===== src/rtl/wdog_pkg.sv =====
package wdog_pkg;
  localparam logic [7:0] OFS_CTRL   = 8'h00;
  localparam logic [7:0] OFS_RELOAD = 8'h04;
  localparam logic [7:0] OFS_CAUSE  = 8'h08;
  localparam logic [7:0] OFS_SCR0   = 8'h0C;
  localparam logic [7:0] OFS_TICK   = 8'h2C;

  // countdown value after one counting tick, floored at zero
  function automatic logic [31:0] wd_step(logic [31:0] cur, int unsigned dec);
    return (cur <= dec) ? 32'd0 : cur - dec;
  endfunction

  // a counting tick at this value ends the countdown
  function automatic logic wd_runs_out(logic [31:0] cur, int unsigned dec);
    return cur <= dec;
  endfunction
endpackage


===== src/rtl/wdog_tick_gen.sv =====
module wdog_tick_gen #(
  parameter int PRE_W = 9
) (
  input  logic             clk,
  input  logic             rst_n,
  input  logic             tick_en,
  input  logic [PRE_W-1:0] period,
  output logic [PRE_W-1:0] remain,
  output logic             running,
  output logic             tick
);
  localparam logic [PRE_W-1:0] ONE = PRE_W'(1);

  assign running = tick_en && (period != '0);
  assign tick    = running && (remain == ONE);

  always_ff @(posedge clk or negedge rst_n) begin
    if (!rst_n)                             remain <= '0;
    else if (!running)                      remain <= '0;
    else if (remain == '0 || remain == ONE) remain <= period;
    else                                    remain <= remain - ONE;
  end
endmodule


===== src/rtl/wdog_countdown.sv =====
module wdog_countdown
  import wdog_pkg::*;
#(
  parameter int CNT_W = 24,
  parameter int DEC   = 2
) (
  input  logic             clk,
  input  logic             rst_n,
  input  logic             load,
  input  logic [CNT_W-1:0] load_val,
  input  logic             step,
  output logic [CNT_W-1:0] cnt,
  output logic             expire
);
  assign expire = step && !load && wd_runs_out(32'(cnt), DEC);

  always_ff @(posedge clk or negedge rst_n) begin
    if (!rst_n)    cnt <= '0;
    else if (load) cnt <= load_val;
    else if (step) cnt <= CNT_W'(wd_step(32'(cnt), DEC));
  end
endmodule


===== src/rtl/wdog_apb_timer.sv =====
module wdog_apb_timer
  import wdog_pkg::*;
#(
  parameter int AW    = 8,
  parameter int CNT_W = 24,
  parameter int PRE_W = 9,
  parameter int N_SCR = 8,
  parameter int DEC   = 2
) (
  input  logic          clk,
  input  logic          rst_n,
  input  logic          psel,
  input  logic          penable,
  input  logic          pwrite,
  input  logic [AW-1:0] paddr,
  input  logic [31:0]   pwdata,
  output logic [31:0]   prdata,
  output logic          pready,
  output logic          pslverr,
  input  logic          halt_cpu0,
  input  logic          halt_cpu1,
  input  logic          jtag_busy,
  output logic          soft_rst_req
);
  localparam int TK_EN  = PRE_W;
  localparam int TK_RUN = PRE_W + 1;
  localparam int TK_REM = PRE_W + 2;

  // control state
  logic             en_q;
  logic [2:0]       pause_q;   // [2] cpu1, [1] cpu0, [0] jtag
  logic             tick_en_q;
  logic [PRE_W-1:0] period_q;
  logic [1:0]       cause_q;   // [1] forced, [0] expired
  logic [31:0]      scr_q [N_SCR];

  // named internal events
  logic             wr_w, load_w, force_w, tick_w, running_w, paused_w, step_w, expire_w;
  logic [PRE_W-1:0] remain_w;
  logic [CNT_W-1:0] cnt_w;
  logic [N_SCR-1:0] scr_hit;

  assign pready  = 1'b1;
  assign pslverr = 1'b0;
  assign wr_w    = psel && penable && pwrite;
  assign load_w  = wr_w && (8'(paddr) == OFS_RELOAD);
  assign force_w = wr_w && (8'(paddr) == OFS_CTRL) && pwdata[31];

  for (genvar g = 0; g < N_SCR; g++) begin : g_scr_dec
    assign scr_hit[g] = (8'(paddr) == OFS_SCR0 + 8'(4 * g));
  end

  assign paused_w = |(pause_q & {halt_cpu1, halt_cpu0, jtag_busy});
  assign step_w   = tick_w && en_q && !paused_w;

  wdog_tick_gen #(.PRE_W(PRE_W)) u_tick (
    .clk(clk), .rst_n(rst_n), .tick_en(tick_en_q), .period(period_q),
    .remain(remain_w), .running(running_w), .tick(tick_w)
  );

  wdog_countdown #(.CNT_W(CNT_W), .DEC(DEC)) u_cnt (
    .clk(clk), .rst_n(rst_n), .load(load_w), .load_val(pwdata[CNT_W-1:0]),
    .step(step_w), .cnt(cnt_w), .expire(expire_w)
  );

  always_ff @(posedge clk or negedge rst_n) begin
    if (!rst_n) begin
      en_q      <= 1'b0;
      pause_q   <= 3'b111;
      tick_en_q <= 1'b1;
      period_q  <= '0;
    end else if (wr_w) begin
      if (8'(paddr) == OFS_CTRL) begin
        en_q    <= pwdata[30];
        pause_q <= pwdata[26:24];
      end
      if (8'(paddr) == OFS_TICK) begin
        tick_en_q <= pwdata[TK_EN];
        period_q  <= pwdata[PRE_W-1:0];
      end
    end
  end

  always_ff @(posedge clk or negedge rst_n) begin
    if (!rst_n) begin
      cause_q      <= 2'b00;
      soft_rst_req <= 1'b0;
    end else begin
      soft_rst_req <= expire_w || force_w;
      if (expire_w || force_w) cause_q <= {force_w, expire_w};
    end
  end

  always_ff @(posedge clk or negedge rst_n) begin
    if (!rst_n) begin
      for (int i = 0; i < N_SCR; i++) scr_q[i] <= '0;
    end else if (wr_w) begin
      for (int i = 0; i < N_SCR; i++) if (scr_hit[i]) scr_q[i] <= pwdata;
    end
  end

  always_comb begin
    prdata = '0;
    unique case (8'(paddr))
      OFS_CTRL:  prdata = {1'b0, en_q, 3'b000, pause_q, 24'(cnt_w)};
      OFS_CAUSE: prdata = {30'd0, cause_q};
      OFS_TICK: begin
        prdata[PRE_W-1:0]            = period_q;
        prdata[TK_EN]                = tick_en_q;
        prdata[TK_RUN]               = running_w;
        prdata[TK_REM +: PRE_W]      = remain_w;
      end
      default: begin
        for (int i = 0; i < N_SCR; i++) if (scr_hit[i]) prdata = scr_q[i];
      end
    endcase
  end
endmodule


===== config.mk =====
export PLATFORM = sky130hd
export DESIGN_NAME = wdog_apb_timer
export DESIGN_NICKNAME = d
export VERILOG_FILES = /design/src/rtl/wdog_pkg.sv /design/src/rtl/wdog_tick_gen.sv /design/src/rtl/wdog_countdown.sv /design/src/rtl/wdog_apb_timer.sv
export SDC_FILE = /design/constraint.sdc
export NUM_CORES = 1
export LEC_CHECK = 0
export BUFFER_PORTS_ARGS = -buffer_cell sky130_fd_sc_hd__buf_2
export CORE_ASPECT_RATIO = 1.5
export CORE_MARGIN = 1.5
export CORE_UTILIZATION = 54
export DETAILED_ROUTE_END_ITERATION = 10
export HOLD_SLACK_MARGIN = 0.03
export PLACE_DENSITY = 0.7
export SETUP_SLACK_MARGIN = 0.5
export SLEW_MARGIN = 40
export SYNTH_ARGS = -nofsm -noshare
export SYNTH_HDL_FRONTEND = slang
export SYNTH_SLANG_ARGS = --single-unit

===== constraint.sdc =====
create_clock -name clk -period 2.83 [get_ports clk]
set_input_delay 0.283 -clock clk [delete_from_list [all_inputs] [get_ports clk]]
set_output_delay 0.283 -clock clk [all_outputs]
set_load 0.05 [all_outputs]

# == Word level (Yosys, flattened, before mapping) ==
# Cells that the tools add are included.
# W data, S select, Z words.
# totals
ff_bits,306
latch_bits,0
mem_bits_rw,0
rom_bits,0
input_bits,48
wordCells,78
n_memories,0
# op_classes
add_sub_neg,2
multipliers,0
n_div,0
magnitude_cmp,1
eq_ne,12
shift,0
n_mux,15
bitwise,1
n_reduce_logical,31
# op_table
cell,count
$mux W32,8
$mux W24,3
$pmux W20 S3,1
$eq A8 B5 Y1 const B,4
$eq A8 B6 Y1 const B,4
$le A24 B2 Y1 const B,1
$pmux W12 S2,1
$sub A24 B2 Y24 const B,1
$reduce_and A2 Y1,10
$mux W9,2
$eq A8 B4 Y1 const B,2
$logic_and A1 B1 Y1,11
$eq A9 B1 Y1 const B,1
$logic_not A9 Y1,1
$reduce_bool A9 Y1,1
$sub A9 B1 Y9 const B,1
$eq A8 B3 Y1 const B,1
$logic_not A8 Y1,1
$and A3 B3 Y3,1
$reduce_or A3 Y1,1
$logic_not A1 Y1,2
$logic_or A1 B1 Y1,2
$reduce_bool A2 Y1,1
$reduce_or A2 Y1,1

# == Depth between registers and ports, before layout ==
# depth
depth_word,10
depth_mapped,9

# == Hierarchy ==
# Synthesis repeated with hierarchy kept, for this count alone.
# hier_totals
hier_cells,1314
area_unflattened_um2,15462.3
# modules_own_cells
module,n_inst,cells_per_inst,area_per_inst_um2,seq_area_each_um2
wdog_apb_timer,1,1085,13329.0,6836.6
wdog_countdown,1,171,1524.0,600.6
wdog_tick_gen,1,58,609.3,225.2

# == Worst setup path before layout ==
# Ideal clock, no wire load.
# synth_timing
kind,input-to-output
from,in paddr[5]
to,out prdata[31]
arrival_time_ns,3.407
required_ns,2.547
path_slack_ns,-0.860
path_stages,8
path_cell_list,or4b_1 clkbuf_1 nor3_1 buf_2 a22oi_1 o21ai_0 a221oi_1 nor4_1
# synth_via
elab_chain_cells,10
# synth_lines
item,line_no,rtl
from (decl),wdog_apb_timer.sv:15,"input logic [AW-1:0] paddr,"
$eq A8 B4 Y1,wdog_apb_timer.sv:50,assign scr_hit[g] = (8'(paddr) == OFS_SCR0 + 8'(4 * g));
$mux W32 (8 in series),wdog_apb_timer.sv:114,for (int i = 0; i < N_SCR; i++) if (scr_hit[i]) prdata = scr_q[i];
$pmux W12 S2 *,wdog_apb_timer.sv:104,unique case (8'(paddr))
to (decl),wdog_apb_timer.sv:17,"output logic [31:0] prdata,"
# Mark *: on every way between the ends. The rest lies on a longest branch, timed or not.

# == Final worst setup path ==
# layout_timing
from,in paddr[5]
to,out prdata[18]
# layout_via
elab_chain_cells,10
# layout_lines
item,line_no
$eq A8 B4 Y1,wdog_apb_timer.sv:50
$mux W32 (8 in series),wdog_apb_timer.sv:114
$pmux W20 S3 *,wdog_apb_timer.sv:104
# Marks and branches as above.

==> impl_metrics.toml <==
[timing]
slew_violations = 0
finalSetupViolCount = 0
period_minus_slack_ps = 2653
relSlewSlack = 0.4540
fmax_ghz = 0.3769
finalClockSkew_ps = 9.048
hold_viol = 0
rsz0062_at_grt = "true"
fin_tns_setup_ps = 0
tightestPinTransition_ps = 819.0
period_share = 0.9375

[logic_synthesis]
synthFlopType = "dfrtp_1"
synth_top_area_frac = 0.5101
syn_nets = 1391
synth_enable_flop_cells = 0
synth-seq-cells = 306
synth_area_leaders = "dfrtp_1 51%, mux2_2 19%, o21ai_0 3.7%"
synth_top_area_cell = "dfrtp_1"
netlist_area_um2 = 14810
netlist_instances = 1340
yosysSeqAreaShare = 0.5172
synth_warnings = 0
syn_avg_cell_area_um2 = 11.06
async_reset_ff_frac = 1.000
synth_cell_types = 59

[layout]
final_common_cell = "dfrtp_1"
area_delta_synth_final_pct = 35.35
nets = 1578
most-common-layout-cells = "302 x dfrtp_1, 247 x mux2_2, 102 x buf_4, 93 x nand2_1, 75 x o21ai_0"
drive_gt1_frac = 0.4787
utilization = 0.7391
diodes = 0
finalInstanceArea_um2 = 20050

[grt]
grt_pass1_vias = 13140
grt_max_degree = 94
overflow = 0
grt_usage = 0.3591
grt_pass1_wl_um = 77830
antenna_found_initial = 0

[placed_design]
dp_hpwl_um = 30690
io_buffers = 80
place.gp.congestion = 0.9122
placed_area_um2 = 16720

[setup_path]
crit_arrival_ps = 2370
crit_path_end_kind = "output port"
crit_type = "input port to output port"
path_max_fanout = 6
cp.required_ps = 2550
critPathLaunchType = "input port"
ff2ff_setup_slack_ps = 260
worstRegToRegCells = 9
r2r-end = "u_cnt.cnt[8]"
r2r-start = "u_tick.remain[5]"

[detailed_routing]
viasPerCell = 6.647
drt_iter0_drc = 1160
routed_wl_um = 52030
ant_nets = 0
drc = 0
firstDrtPassIters = 8
vias = 12550
routedWlPerCell_um = 27.56

[power_and_ir_drop]
finalPower_mw = 9.054
p_leak_nw = 9.228
powerDensity_nw_per_um2 = 451.5
ir_drop_v = 0.0005182

[clocking]
path_clk_slew_ps = 60
cts_tree = "done"
cts_buffers = 29
clock_latency_ps = 570
cts_root_buf = "clkbuf_16"
numClockSinks = 306
cts.path.max_buffers = 3
htreeDepth = 1

[floorplanning]
die_h_um = 205.9
pin_count = 83
core-area_um2 = 27130
die-area_um2 = 28460
start_util = 0.5461
std_cell_rows = 74
die_w_um = 138.2

[worst_hold_path]
holdPathEnd = "u_cnt.cnt[10]"
hold_start = "pwdata[10]"
hold_class = "input port to flop"
hold_depth = 3

[job]
maxCapViolations = 0

[outcome]
status = "finished, final reports clean"
critical path: stages:
cell and delay, ps:
buf_8 110, or4b_4 580, nor3_4 200, buf_6 190, buf_12 140, buf_4 110
a22oi_2 50, o21ai_2 90, a222oi_1 170, o21ai_2 260, buf_6 190
through the flow:
stage	instances	hold WS, ps	worst slack (ps)
2_1_floorplan	1340	-12.59	314.7
3_3_place_gp	1739	369.5	79.46
3_5_place_dp	1739	364.7	43.81
4_1_cts	1856	42.10	219.1
5_1_grt	1888	52.19	112.8
6_report	1888	47.86	176.9
repair_timing:
item	4_1_cts	5_1_grt
endpoints found under the setup margin	57	64
pin swaps	48	54
setup buffers	51	30
endpoints found under the hold margin	85	0
gates cloned	15	1
hold buffers	1	0
gates resized for setup	201	103
how the worst max path moves through the flow:
stage                start          to  slack [ps]
3_5_place_dp      paddr[5]  prdata[16]          40
2_1_floorplan     paddr[5]  prdata[27]         310
4_1_cts        period_q[3]  prdata[10]         220
3_3_place_gp      paddr[1]  prdata[11]          80
5_1_grt           paddr[5]  prdata[18]         110
6_report          paddr[5]  prdata[18]         180
synthesized netlist by cell type (all sizes together) (2+ instances only):
cell type and n:
dfrtp 302, mux2 252, o21ai 141, nand2 108, clkbuf 85, a21oi 78, nor2 56, a22oi 49
inv 24, a221oi 22, buf 22, o22ai 21, nor3 19, a222oi 16, a2bb2oi 16, mux2i 11
xor2 11, nor4 10, nand3 8, or3 8, a211oi 7, or4 6, a31oi 5, xnor2 5
a22o 4, dfstp 4, nand2b 4, nor4b 4, and3 3, ha 3, nand4 3, nand4b 3
o211ai 3, o31ai 3, or4b 3, a221o 2, and2 2, conb 2, nand3b 2, o21a 2
o2bb2ai 2
cell families (layout without fill, tap and decap cells):
kind of cell,after synthesis,in the layout,share of synthesized area
buffers and inverters,131,337,0.03513
other,2,2,0.0005069
DFF,306,306,0.5172
AOI/OAI and AO/OA,377,377,0.1595
muxes,263,263,0.1990
adders and majority gates,3,3,0.002534
and+or+nand+nor,242,242,0.07661
xor gates and xnor gates,16,16,0.009459
report_power, final:
part | switching, mW | internal [mW]
clock | 1.73 | 2.19
sequential | 0.0545 | 4.44
combinational | 0.409 | 0.226
layout make-up:
type,count,area [um2]
clock buffers,40,857.1
multi-input cells,903,7975
well taps,342,427.9
fillers,1705,7078
flip-flops and latches,306,7662
repair buffers,263,2954
inverters,24,90.09
clock inverters,10,83.83
flip-flops by register name (all words and copies together) (netlist names):
register / flops
u_tick.remain: 9
u_cnt.cnt: 24
soft_rst_req: 1
pause_q: 3
tick_en_q: 1
en_q: 1
cause_q: 2
period_q: 9
scr_q: 256
routing by layer:
layer | track usage | routed length, um | up-vias
met4 | 0.2241 | 3432 | 0
met3 | 0.04611 | 2952 | 198
met2 | 0.6425 | 26850 | 606
met5 | 0 | 0 | -
li1 | - | - | 5317
met1 | 0.4085 | 18800 | 6429
(Power assumes the default switching activity.)
